`src/rtl/dram_seq_pkg.sv`:
```
package dram_seq_pkg;

    // Command code as {cs_n, ras_n, cas_n, we_n}
    typedef enum logic [3:0] {
        CMD_LMR  = 4'b0000,
        CMD_REF  = 4'b0001,
        CMD_PRE  = 4'b0010,
        CMD_ACT  = 4'b0011,
        CMD_WR   = 4'b0100,
        CMD_RD   = 4'b0101,
        CMD_BST  = 4'b0110,
        CMD_NOP  = 4'b0111,
        CMD_INH  = 4'b1111
    } dram_cmd_e;

    typedef enum logic [2:0] {
        ST_POWER     = 3'd0,
        ST_PRE_WAIT  = 3'd1,
        ST_REF_WAIT  = 3'd2,
        ST_MODE_WAIT = 3'd3,
        ST_RUN       = 3'd4
    } seq_state_e;

endpackage

```
`src/rtl/dram_refresh_tick.sv`:
```
module dram_refresh_tick #(
    parameter int INTERVAL = 1500
) (
    input  logic clk,
    input  logic rst_n,
    input  logic en,
    output logic tick
);
    localparam int CW = $clog2(INTERVAL + 1);
    localparam logic [CW-1:0] RELOAD = CW'(INTERVAL - 1);

    logic [CW-1:0] cnt_d, cnt_q;

    assign tick = en && (cnt_q == '0);

    always_comb begin
        cnt_d = cnt_q;
        if (!en) begin
            cnt_d = RELOAD;
        end else if (cnt_q == '0) begin
            cnt_d = RELOAD;
        end else begin
            cnt_d = cnt_q - 1'b1;
        end
    end

    always_ff @(posedge clk) begin
        if (!rst_n) cnt_q <= RELOAD;
        else        cnt_q <= cnt_d;
    end

    generate
        if (INTERVAL > 1) begin : g_spacing
            // two refresh requests are never back to back
            a_r7_tick_spaced: assert property (@(posedge clk) disable iff (!rst_n)
                tick |=> !tick);
        end
    endgenerate

endmodule

```
`src/rtl/dram_mode_word.sv`:
```
module dram_mode_word #(
    parameter int ADDR_W       = 11,
    parameter int BURST_LEN    = 8,
    parameter bit INTERLEAVE   = 1'b0,
    parameter int CAS_LAT      = 3,
    parameter bit SINGLE_WRITE = 1'b0
) (
    output logic [ADDR_W-1:0] word
);
    logic [2:0] len_code;
    logic [2:0] lat_code;

    generate
        if (BURST_LEN == 1) begin : g_bl1
            assign len_code = 3'b000;
        end else if (BURST_LEN == 2) begin : g_bl2
            assign len_code = 3'b001;
        end else if (BURST_LEN == 4) begin : g_bl4
            assign len_code = 3'b010;
        end else if (BURST_LEN == 8) begin : g_bl8
            assign len_code = 3'b011;
        end else begin : g_blpage
            assign len_code = 3'b111;
        end

        if (CAS_LAT == 2) begin : g_cl2
            assign lat_code = 3'b010;
        end else begin : g_cl3
            assign lat_code = 3'b011;
        end
    endgenerate

    assign word = ADDR_W'({SINGLE_WRITE, 2'b00, lat_code, INTERLEAVE, len_code});

endmodule

```
`src/rtl/dram_init_refresh_seq.sv`:
```
module dram_init_refresh_seq
    import dram_seq_pkg::*;
#(
    parameter int ADDR_W       = 11,
    parameter int BANK_W       = 2,
    parameter int INIT_WAIT    = 10000,
    parameter int T_RP         = 2,
    parameter int T_RC         = 7,
    parameter int T_MRD        = 2,
    parameter int REF_INTERVAL = 1500,
    parameter int BURST_LEN    = 8,
    parameter bit INTERLEAVE   = 1'b0,
    parameter int CAS_LAT      = 3,
    parameter bit SINGLE_WRITE = 1'b0
) (
    input  logic              clk,
    input  logic              rst_n,
    input  logic              usr_req,
    output logic              usr_gnt,
    output logic              init_done,
    output logic              sdr_cs_n,
    output logic              sdr_ras_n,
    output logic              sdr_cas_n,
    output logic              sdr_we_n,
    output logic [ADDR_W-1:0] sdr_addr,
    output logic [BANK_W-1:0] sdr_bank
);
    localparam int MAX_A  = (T_RP > T_RC) ? T_RP : T_RC;
    localparam int MAX_B  = (MAX_A > T_MRD) ? MAX_A : T_MRD;
    localparam int MAX_T  = (MAX_B > INIT_WAIT) ? MAX_B : INIT_WAIT;
    localparam int CNT_W  = $clog2(MAX_T + 1);

    localparam logic [CNT_W-1:0]  INIT_LOAD = CNT_W'(INIT_WAIT - 1);
    localparam logic [CNT_W-1:0]  RP_LOAD   = CNT_W'(T_RP - 1);
    localparam logic [CNT_W-1:0]  RC_LOAD   = CNT_W'(T_RC - 1);
    localparam logic [CNT_W-1:0]  MRD_LOAD  = CNT_W'(T_MRD - 1);
    localparam logic [ADDR_W-1:0] ALL_BANKS = ADDR_W'(1024);

    typedef struct packed {
        seq_state_e        state;
        logic [CNT_W-1:0]  cnt;
        logic              second_ref;
        logic              done;
        logic              pend;
        logic              gnt;
        dram_cmd_e         cmd;
        logic [ADDR_W-1:0] addr;
    } seq_regs_t;

    seq_regs_t         d, q;
    logic              ref_tick;
    logic [ADDR_W-1:0] mode_word;

    dram_refresh_tick #(
        .INTERVAL (REF_INTERVAL)
    ) i_tick (
        .clk   (clk),
        .rst_n (rst_n),
        .en    (q.done),
        .tick  (ref_tick)
    );

    dram_mode_word #(
        .ADDR_W       (ADDR_W),
        .BURST_LEN    (BURST_LEN),
        .INTERLEAVE   (INTERLEAVE),
        .CAS_LAT      (CAS_LAT),
        .SINGLE_WRITE (SINGLE_WRITE)
    ) i_mode (
        .word (mode_word)
    );

    always_comb begin
        d      = q;
        d.cmd  = CMD_NOP;
        d.addr = '0;
        if (ref_tick) d.pend = 1'b1;

        unique case (q.state)
            ST_POWER: begin
                if (q.cnt == '0) begin
                    d.cmd   = CMD_PRE;
                    d.addr  = ALL_BANKS;
                    d.state = ST_PRE_WAIT;
                    d.cnt   = RP_LOAD;
                end else begin
                    d.cnt = q.cnt - 1'b1;
                end
            end
            ST_PRE_WAIT: begin
                if (q.cnt == '0) begin
                    d.cmd   = CMD_REF;
                    d.state = ST_REF_WAIT;
                    d.cnt   = RC_LOAD;
                    if (q.done) d.pend = ref_tick;
                end else begin
                    d.cnt = q.cnt - 1'b1;
                end
            end
            ST_REF_WAIT: begin
                if (q.cnt != '0) begin
                    d.cnt = q.cnt - 1'b1;
                end else if (q.done) begin
                    d.state = ST_RUN;
                end else if (!q.second_ref) begin
                    d.cmd        = CMD_REF;
                    d.second_ref = 1'b1;
                    d.cnt        = RC_LOAD;
                end else begin
                    d.cmd   = CMD_LMR;
                    d.addr  = mode_word;
                    d.state = ST_MODE_WAIT;
                    d.cnt   = MRD_LOAD;
                end
            end
            ST_MODE_WAIT: begin
                if (q.cnt == '0) begin
                    d.state = ST_RUN;
                    d.done  = 1'b1;
                end else begin
                    d.cnt = q.cnt - 1'b1;
                end
            end
            ST_RUN: begin
                if (q.pend || ref_tick) begin
                    d.cmd   = CMD_PRE;
                    d.addr  = ALL_BANKS;
                    d.state = ST_PRE_WAIT;
                    d.cnt   = RP_LOAD;
                end
            end
            default: d.state = ST_POWER;
        endcase

        d.gnt = usr_req && d.done && (d.state == ST_RUN) && !d.pend;
    end

    always_ff @(posedge clk) begin
        if (!rst_n) begin
            q.state      <= ST_POWER;
            q.cnt        <= INIT_LOAD;
            q.second_ref <= 1'b0;
            q.done       <= 1'b0;
            q.pend       <= 1'b0;
            q.gnt        <= 1'b0;
            q.cmd        <= CMD_NOP;
            q.addr       <= '0;
        end else begin
            q <= d;
        end
    end

    assign {sdr_cs_n, sdr_ras_n, sdr_cas_n, sdr_we_n} = q.cmd;
    assign sdr_addr  = q.addr;
    assign sdr_bank  = '0;
    assign usr_gnt   = q.gnt;
    assign init_done = q.done;

    // Gap tracking for the timing checks below
    localparam int SINCE_W = $clog2(MAX_B + 2);
    localparam logic [SINCE_W-1:0] SINCE_MAX = '1;

    dram_cmd_e          last_cmd_q;
    logic [SINCE_W-1:0] since_q;
    dram_cmd_e          pin_cmd;

    assign pin_cmd = dram_cmd_e'({sdr_cs_n, sdr_ras_n, sdr_cas_n, sdr_we_n});

    always_ff @(posedge clk) begin
        if (!rst_n) begin
            last_cmd_q <= CMD_NOP;
            since_q    <= '0;
        end else if (pin_cmd != CMD_NOP) begin
            last_cmd_q <= pin_cmd;
            since_q    <= SINCE_W'(1);
        end else if (since_q != SINCE_MAX) begin
            since_q <= since_q + 1'b1;
        end
    end

    // only the four codes this block uses ever reach the pins
    a_r1_legal_cmd: assert property (@(posedge clk) disable iff (!rst_n)
        pin_cmd inside {CMD_NOP, CMD_PRE, CMD_REF, CMD_LMR});

    // every precharge closes all banks
    a_r3_pre_all: assert property (@(posedge clk) disable iff (!rst_n)
        (pin_cmd == CMD_PRE) |-> (sdr_addr[10] && sdr_bank == '0));

    // spacing after precharge-all and after auto-refresh
    a_r4_rp_gap: assert property (@(posedge clk) disable iff (!rst_n)
        (pin_cmd != CMD_NOP && last_cmd_q == CMD_PRE) |-> (since_q >= SINCE_W'(T_RP)));
    a_r4_rc_gap: assert property (@(posedge clk) disable iff (!rst_n)
        (pin_cmd != CMD_NOP && last_cmd_q == CMD_REF) |-> (since_q >= SINCE_W'(T_RC)));

    // the mode load carries the configured word on bank 0
    a_r5_mode_word: assert property (@(posedge clk) disable iff (!rst_n)
        (pin_cmd == CMD_LMR) |-> (sdr_addr == mode_word && sdr_bank == '0));

    // done follows the mode load after T_MRD and never drops
    a_r6_done_after_mrd: assert property (@(posedge clk) disable iff (!rst_n)
        $rose(init_done) |-> (last_cmd_q == CMD_LMR && since_q >= SINCE_W'(T_MRD)));
    a_r6_done_sticky: assert property (@(posedge clk) disable iff (!rst_n)
        !$fell(init_done));

    // no grant before init or while a command is on the pins
    a_r8_gnt_needs_init: assert property (@(posedge clk) disable iff (!rst_n)
        usr_gnt |-> init_done);
    a_r9_gnt_yields: assert property (@(posedge clk) disable iff (!rst_n)
        (pin_cmd != CMD_NOP) |-> !usr_gnt);

endmodule

```
`config.mk`:
```
export PLATFORM = sky130hd
export DESIGN_NAME = dram_init_refresh_seq
export DESIGN_NICKNAME = d
export VERILOG_FILES = /design/src/rtl/dram_seq_pkg.sv /design/src/rtl/dram_refresh_tick.sv /design/src/rtl/dram_mode_word.sv /design/src/rtl/dram_init_refresh_seq.sv
export SDC_FILE = /design/constraint.sdc
export NUM_CORES = 1
export LEC_CHECK = 0
export ABC_AREA = 0
export BUFFER_PORTS_ARGS = -buffer_cell sky130_fd_sc_hd__buf_2
export CORE_ASPECT_RATIO = 1.25
export CORE_MARGIN = 5
export CORE_UTILIZATION = 25
export DETAILED_ROUTE_END_ITERATION = 12
export HOLD_SLACK_MARGIN = 0.15
export SLEW_MARGIN = 20
export SYNTH_ARGS = -nofsm -noshare
export SYNTH_HDL_FRONTEND = slang
export SYNTH_SLANG_ARGS = --single-unit
```
`constraint.sdc`:
```
create_clock -name clk -period 4.03 [get_ports clk]
set_input_delay 0.6045 -clock clk [delete_from_list [all_inputs] [get_ports clk]]
set_output_delay 0.6045 -clock clk [all_outputs]
set_load 0.02 [all_outputs]
```
==> out/results.ini, run 1 <==
[run_status]
status = complete, no violations

[clock_tree]
htree_levels = 2
hold_buffers = 0
cts_resized = 0
inserted_clock_buffers = 5
clkSlewWorstSetupHoldPaths_ns = 0.07
cts_max_path_buffers = 2
postCtsSetupBuffers = 0
worst_skew_pair.late_latency_ns = 0.29
cts_num_sinks = 37
clock-root-buffer = clkbuf_8
cts_tree = yes

[sta]
rsz0062_at_grt = false
tns_ns = 0
finClkSkew_ns = 0.00773
max_slew_violation_total_from_the_final_report = 0
worst-slew-pin-transition_ns = 0.693
max_slew_margin_pct = 53.7
fmax_ghz = 0.389
setup_violations = 0
fin_crit_sh_pct = 63.8
layout_setup_ws_ns = 1.46
finalCriticalPeriod_ns = 2.57
finalHoldViolCount = 0

[grt]
globalRouteMet3Util_pct = 1.89
global_route_layer_with_the_greatest_usage = met2
antenna_found_initial = 0
grt_remaining_overflow = 0
grt_pass1_wl_mm = 7.22
largest_net_degree_at_the_start_of_global_routing = 29
groute.usage.overall_pct = 9.13
met2_track_usage_gr_pct = 15.4
grt_pass1_vias = 1589
global_route.usage.met1_pct = 11.0

[placed_design]
post-place-cells = 336
finalWeightedCongestion = 0.806
io_port_bufs = 12
post-dp-hpwl_mm = 3.06
place_worst_setup_slack_ns = 1.49

[power_and_ir_drop]
power_per_cell_area_nw_per_um2 = 359
peakVddDrop_uv = 218
leakage_uw = 0.000831

[floorplan]
die_area_um2 = 9720
floorplan.die.width_um = 89.2
row_count = 36
die_h_um = 109
io_pins = 22
fp.coreArea_um2 = 7750
effective_utilization_at_floorplan_pct = 25.3

[yosys]
yosys_register_bits = 37
syn_inst = 244
synth.cell_area_um2 = 1960
avgSynthCellArea_um2 = 8.04
synth-async-reset-ratio_pct = 0
synth_seq_area_share_pct = 37.8
ys.warnings.count = 0
synth-edff-count = 0
number_of_unique_standard_cell_types_used_by_synthesis = 48
synthFlopType = dfxtp_1

[critical_path]
cp_slowest_cell = a211oi_4
worst_ep_required_time_ns = 4.19
regToRegStartpoint = q[19]
largest_fanout_on_the_critical_path = 16
cp-startpoint = q[19]
cpPeakStageDelay_ns = 0.70
chain_of_cells_forming_the_critical_path = inv_1 > ha_1 > nor3b_2 > a41oi_1 > a211oi_4 > nor2_1 > a22oi_2 > nand2_1
crit_path_end_kind = register
setup.worst_path.class = reg -> reg
data_arrival_time_of_the_critical_path_ns = 2.73
setup.worst_path.start_class = register

[finish]
finish.net_count = 254
final_util_pct = 27.8
layout_common_cells = 37 x dfxtp_1, 33 x nor2_1, 25 x nand2_1
layout_commonest_cell = dfxtp_1
area_delta_synth_final_pct = 10.0
insertedDiodeCount = 0
layout_cells_sized_above_1_pct = 11.2
final-instance-count-excl-fill = 344

[hold_path]
worst_hold_path_type = reg -> reg
hold_path_startpoint = i_tick.cnt_q[0]

[drt]
avgViaCountPerCell = 4.75
detail_route.iter0.violations = 144
detail_route.drc_violations = 0
drt_first_pass_iters = 4
drt-total-wl_mm = 4.14
vias = 1634
ant_nets = 0
wl_per_cell_um = 12.0

[flow_run]
timing.max_cap.violations = 0

-- layout make-up --
type                       count  area (um2)
clock inverter                 3        65.1
clock buffer                   5        68.8
tap                           95         119
multi-input combinational    182        1070
timing repair buffer          12        60.1
inverter                      10        37.5
fill                         854        5590
sequential                    37         741
-- cells in the mapped netlist (2+ instances only) --
cell type  instances  area, um2
o22ai_1            2       12.5
nor2_1            33        124
ha_1               3       37.5
o21ai_1            5       25.0
or4_1              3       22.5
inv_1             10       37.5
nor2b_1            3       18.8
clkbuf_1           8       30.0
nand2_1           25       93.8
o21ai_0           11       55.1
dfxtp_1           37        741
nand3_1            7       35.0
o21a_1             3       22.5
a21o_1             2       15.0
nor4_1             3       18.8
nand4_1            2       12.5
xor2_1             3       26.3
or3_1              6       37.5
a21boi_0           3       22.5
a21oi_1           13       65.1
and3_1             3       18.8
nor3_1             6       30.0
nand2b_1           2       12.5
and2_1             2       12.5
a31oi_1            4       25.0
xnor2_1            7       61.3
buf_4             14        105
o211ai_1           4       30.0
-- power by group --
group	internal, uW	total [uW]	switching (uW)
combinational	6.54	23.0	16.5
sequential	368	371	3.40
clock	246	381	135
total	620	775	155
-- through the flow --
stage	total power (uW)	cell area (um2)	hold WS [ns]
2_1_floorplan	404	1990	0.392
4_1_cts	789	2160	0.444
6_report	775	2160	0.439
5_1_grt	806	2160	0.467
3_5_place_dp	402	2020	0.427
3_3_place_gp	402	2020	0.423
-- kinds of logic (layout without fill, tap and decap cells) --
group	count (synthesis)	count (layout)	share of synthesized area [%]
simple gates	103	103	26.0
compound gates	57	57	20.2
flops	37	37	37.8
buf+inv	33	30	9.38
xor+xnor	10	10	4.47
fa+ha+maj	3	3	1.91
other cells	1	9	0.191
-- flip-flops by register name (all words and copies together), names as in the netlist --
name / count
q: 19
i_tick.cnt_q: 11
pin_cmd: 3
sdr_addr: 2
init_done: 1
usr_gnt: 1
-- critical path: cells and delay by family, from the launching register on --
family / cells / cell delay [ns]
AO/OA/AOI/OAI: 3 / 1.20
adder cells (fa/ha/maj): 1 / 0.18
buffers and inverters: 1 / 0.10
flip-flops: 1 / 0.36
AND/OR/NAND/NOR: 3 / 0.63
-- layer usage --
metal,share of wire (%),up-vias
met3,3.4,11
li1,-,837
met5,0,-
met1,44,753
met2,50,33
met4,2.0,0
-- final timing paths --
check / endpoint / slack (ns) / cells after the start
min reg2reg: i_tick.cnt_q[0] / 0.44 / 1
min: i_tick.cnt_q[0] / 0.44 / 1
max: q[20] / 1.46 / 8
max reg2reg: q[20] / 1.46 / 8
Power figures use the tool's default switching activity.
==> run 2: changes to the inputs <==
ABC_AREA = 1   (was 0)
clock period = 2.65 ns   (was 4.03 ns; I/O delays follow)
==> run 2 against run 1 <==
Against the previous run:
- core utilization increased by 0.36 points
- sequential cell count unchanged
- clock-buffer cell count increased by 1
- register-to-register slack got worse by 0.71 ns
- worst setup slack got worse by 0.71 ns
- routed wire length increased by 18%
- sequential power increased by 52%
- largest cell class unchanged
- largest power group is now registers
==> out/results.ini, run 2 <==
[run_status]
status = complete, no violations

[floorplan]
fp.coreArea_um2 = 8750
floorplan.die.width_um = 95.1
io_pins = 22
row_count = 38
die_area_um2 = 11100
effective_utilization_at_floorplan_pct = 25.8
die_h_um = 116

[critical_path]
largest_fanout_on_the_critical_path = 15
regToRegSetupSlack_ns = 0.74
setup.worst_path.class = reg -> reg
regToRegStartpoint = q[19]
setup.worst_path.start_class = register
rr_worst_depth = 11
data_arrival_time_of_the_critical_path_ns = 2.09
crit_path_end_kind = register
worst_ep_required_time_ns = 2.84
worstReg2RegEnd = q[23]

[power_and_ir_drop]
peakVddDrop_uv = 175
totalPowerFinal_uw = 1140
leakage_uw = 0.00116
power_per_cell_area_nw_per_um2 = 461

[sta]
finalCriticalPeriod_ns = 1.91
fmax_ghz = 0.525
fin_crit_sh_pct = 71.9
finalHoldViolCount = 0
finalHoldWorstSlack_ns = 0.401
rsz0062_at_grt = false
setup_violations = 0
worst-slew-pin-transition_ns = 0.674
max_slew_margin_pct = 54.7
tns_ns = 0
finClkSkew_ns = 0.0101
max_slew_violation_total_from_the_final_report = 0

[yosys]
synth_top_cells_by_area = dfxtp_1 33%, nand2_1 14%, inv_1 8.8%
ys.warnings.count = 0
synth_area_in_compound_gates_pct = 9.35
synth.area.mux_share_pct = 0
synthAdderAreaFrac_pct = 1.66
synth_xor_area_share_pct = 1.55
number_of_unique_standard_cell_types_used_by_synthesis = 31
synth.cell_area_um2 = 2260
synth-edff-count = 0
combinational_family_with_the_most_area_after_synthesis = simple AND/OR/NAND/NOR gates
syn_inst = 338
avgSynthCellArea_um2 = 6.69
synth_seq_area_share_pct = 32.8
synthSimpleGateAreaFrac_pct = 38.4
yosysTopAreaCellShare_pct = 32.8
yosys_register_bits = 37
synth-async-reset-ratio_pct = 0
synthFlopType = dfxtp_1
post-synth-top-count-cell = nand2_1
netlist_top_cells_count = 84 x nand2_1, 53 x inv_1, 37 x dfxtp_1
post-synth-top-area-cell = dfxtp_1

[grt]
grt_pass1_wl_mm = 8.22
grt_remaining_overflow = 0
largest_net_degree_at_the_start_of_global_routing = 18
grt_pass1_vias = 1846
antenna_found_initial = 0
groute.usage.overall_pct = 9.35

[placed_design]
post-dp-hpwl_mm = 3.75
io_port_bufs = 12
finalWeightedCongestion = 0.855
post-place-cells = 459

[clock_tree]
worst_skew_pair.late_latency_ns = 0.30
cts_num_sinks = 37
hold_buffers = 0
clkSlewWorstSetupHoldPaths_ns = 0.07
postCtsSetupBuffers = 0
clock-root-buffer = clkbuf_8
cts_max_path_buffers = 2
cts_tree = yes
inserted_clock_buffers = 5
htree_levels = 2
cts_resized = 0

[finish]
layout_cells_sized_above_1_pct = 14.1
area_delta_synth_final_pct = 9.13
top_register = q
fill_cells = 987
final_util_pct = 28.2
layout_common_cells = 84 x nand2_1, 53 x inv_1, 37 x dfxtp_1
final-instance-count-excl-fill = 467
finish.net_count = 352
layout_commonest_cell = nand2_1
largest_reg_flops = 19
insertedDiodeCount = 0

[hold_path]
timing.hold.worst_endpoint = i_tick.cnt_q[0]
worst_hold_path_type = reg -> reg
worst_hold_path.num_cells = 1
hold_path_startpoint = i_tick.cnt_q[0]

[flow_run]
timing.max_cap.violations = 0

[drt]
met3WireLength_um = 219
dr_wl_met2_mm = 2.54
vias = 2007
drt_first_pass_iters = 4
ant_nets = 0
wl_per_cell_um = 10.4
detail_route.iter0.violations = 166
wl_met1_mm = 2.02
drt-total-wl_mm = 4.87
detail_route.drc_violations = 0
avgViaCountPerCell = 4.30
dr.max_layer_used = met4

run 2: cell count changes after synthesis, moves of 4 or more:
cell and change:
nor2_2 +5, inv_1 +43, nand3_2 +4, xnor2_1 -7
nor2_4 +5, nand3_1 +19, nand4_1 +6, or3_1 -6
clkbuf_1 -7, nand2_1 +59, nand2_2 +4
run 2: final cells by class:
| type | instances | area [um2] | area share [%] |
|---|---|---|---|
| repair buffers | 12 | 60.1 | 2.43 |
| multi-input cells | 234 | 1190 | 48.1 |
| inverters | 56 | 210 | 8.52 |
| well taps | 120 | 150 | 6.09 |
| flip-flops and latches | 37 | 741 | 30.0 |
| clock inverters | 2 | 37.5 | 1.52 |
| clock buffers | 6 | 82.6 | 3.35 |
run 2: cells by family after synthesis:
kind of cell	after synthesis
AND/OR/NAND/NOR	181
buffers and inverters	75
AO/OA/AOI/OAI	37
flip-flops	37
XOR/XNOR	4
adder cells (fa/ha/maj)	3
other	1
run 2: power breakdown:
part	total, uW	leakage, uW	internal [uW]	switching (uW)
combinational	52.5	0.000803	13.8	38.7
clock	523	0.0000574	306	217
sequential	563	0.000299	560	3.01
total	1140	0.00116	880	259
run 2: worst max-delay path, cell delays in order, from the launching register on:
cell and delay [ns]:
dfxtp_1 0.33, inv_1 0.09, ha_1 0.20, nand3_2 0.12, nor2_4 0.20, nand2_2 0.21
nand2_1 0.15, nand2_2 0.14, o21ai_0 0.15, nand3_2 0.08, nand2_1 0.07, nor2_1 0.05
run 2: stage by stage:
stage / setup slack (ns) / cell area [um2]
after floorplan: 1.09 / 2290
after global placement: 0.785 / 2350
after detailed placement: 0.768 / 2350
after CTS: 0.752 / 2470
after global routing: 0.558 / 2470
final: 0.744 / 2470
run 2: worst max path at each step:
| stage | slack [ns] | from | cells after the start | end |
|---|---|---|---|---|
| 5_1_grt | 0.56 | q[19] | 11 | q[23] |
| 4_1_cts | 0.75 | q[19] | 11 | q[23] |
| 3_3_place_gp | 0.79 | q[19] | 11 | q[23] |
| 6_report | 0.74 | q[19] | 11 | q[23] |
| 3_5_place_dp | 0.77 | q[19] | 11 | q[23] |
| 2_1_floorplan | 1.09 | q[19] | 12 | q[32] |
run 2: routing by layer:
layer | GRT usage (%) | vias up
li1 | - | 1050
met1 | 10.2 | 910
met2 | 17.1 | 40
met3 | 2.26 | 7
met4 | 3.75 | 0
met5 | 0 | -
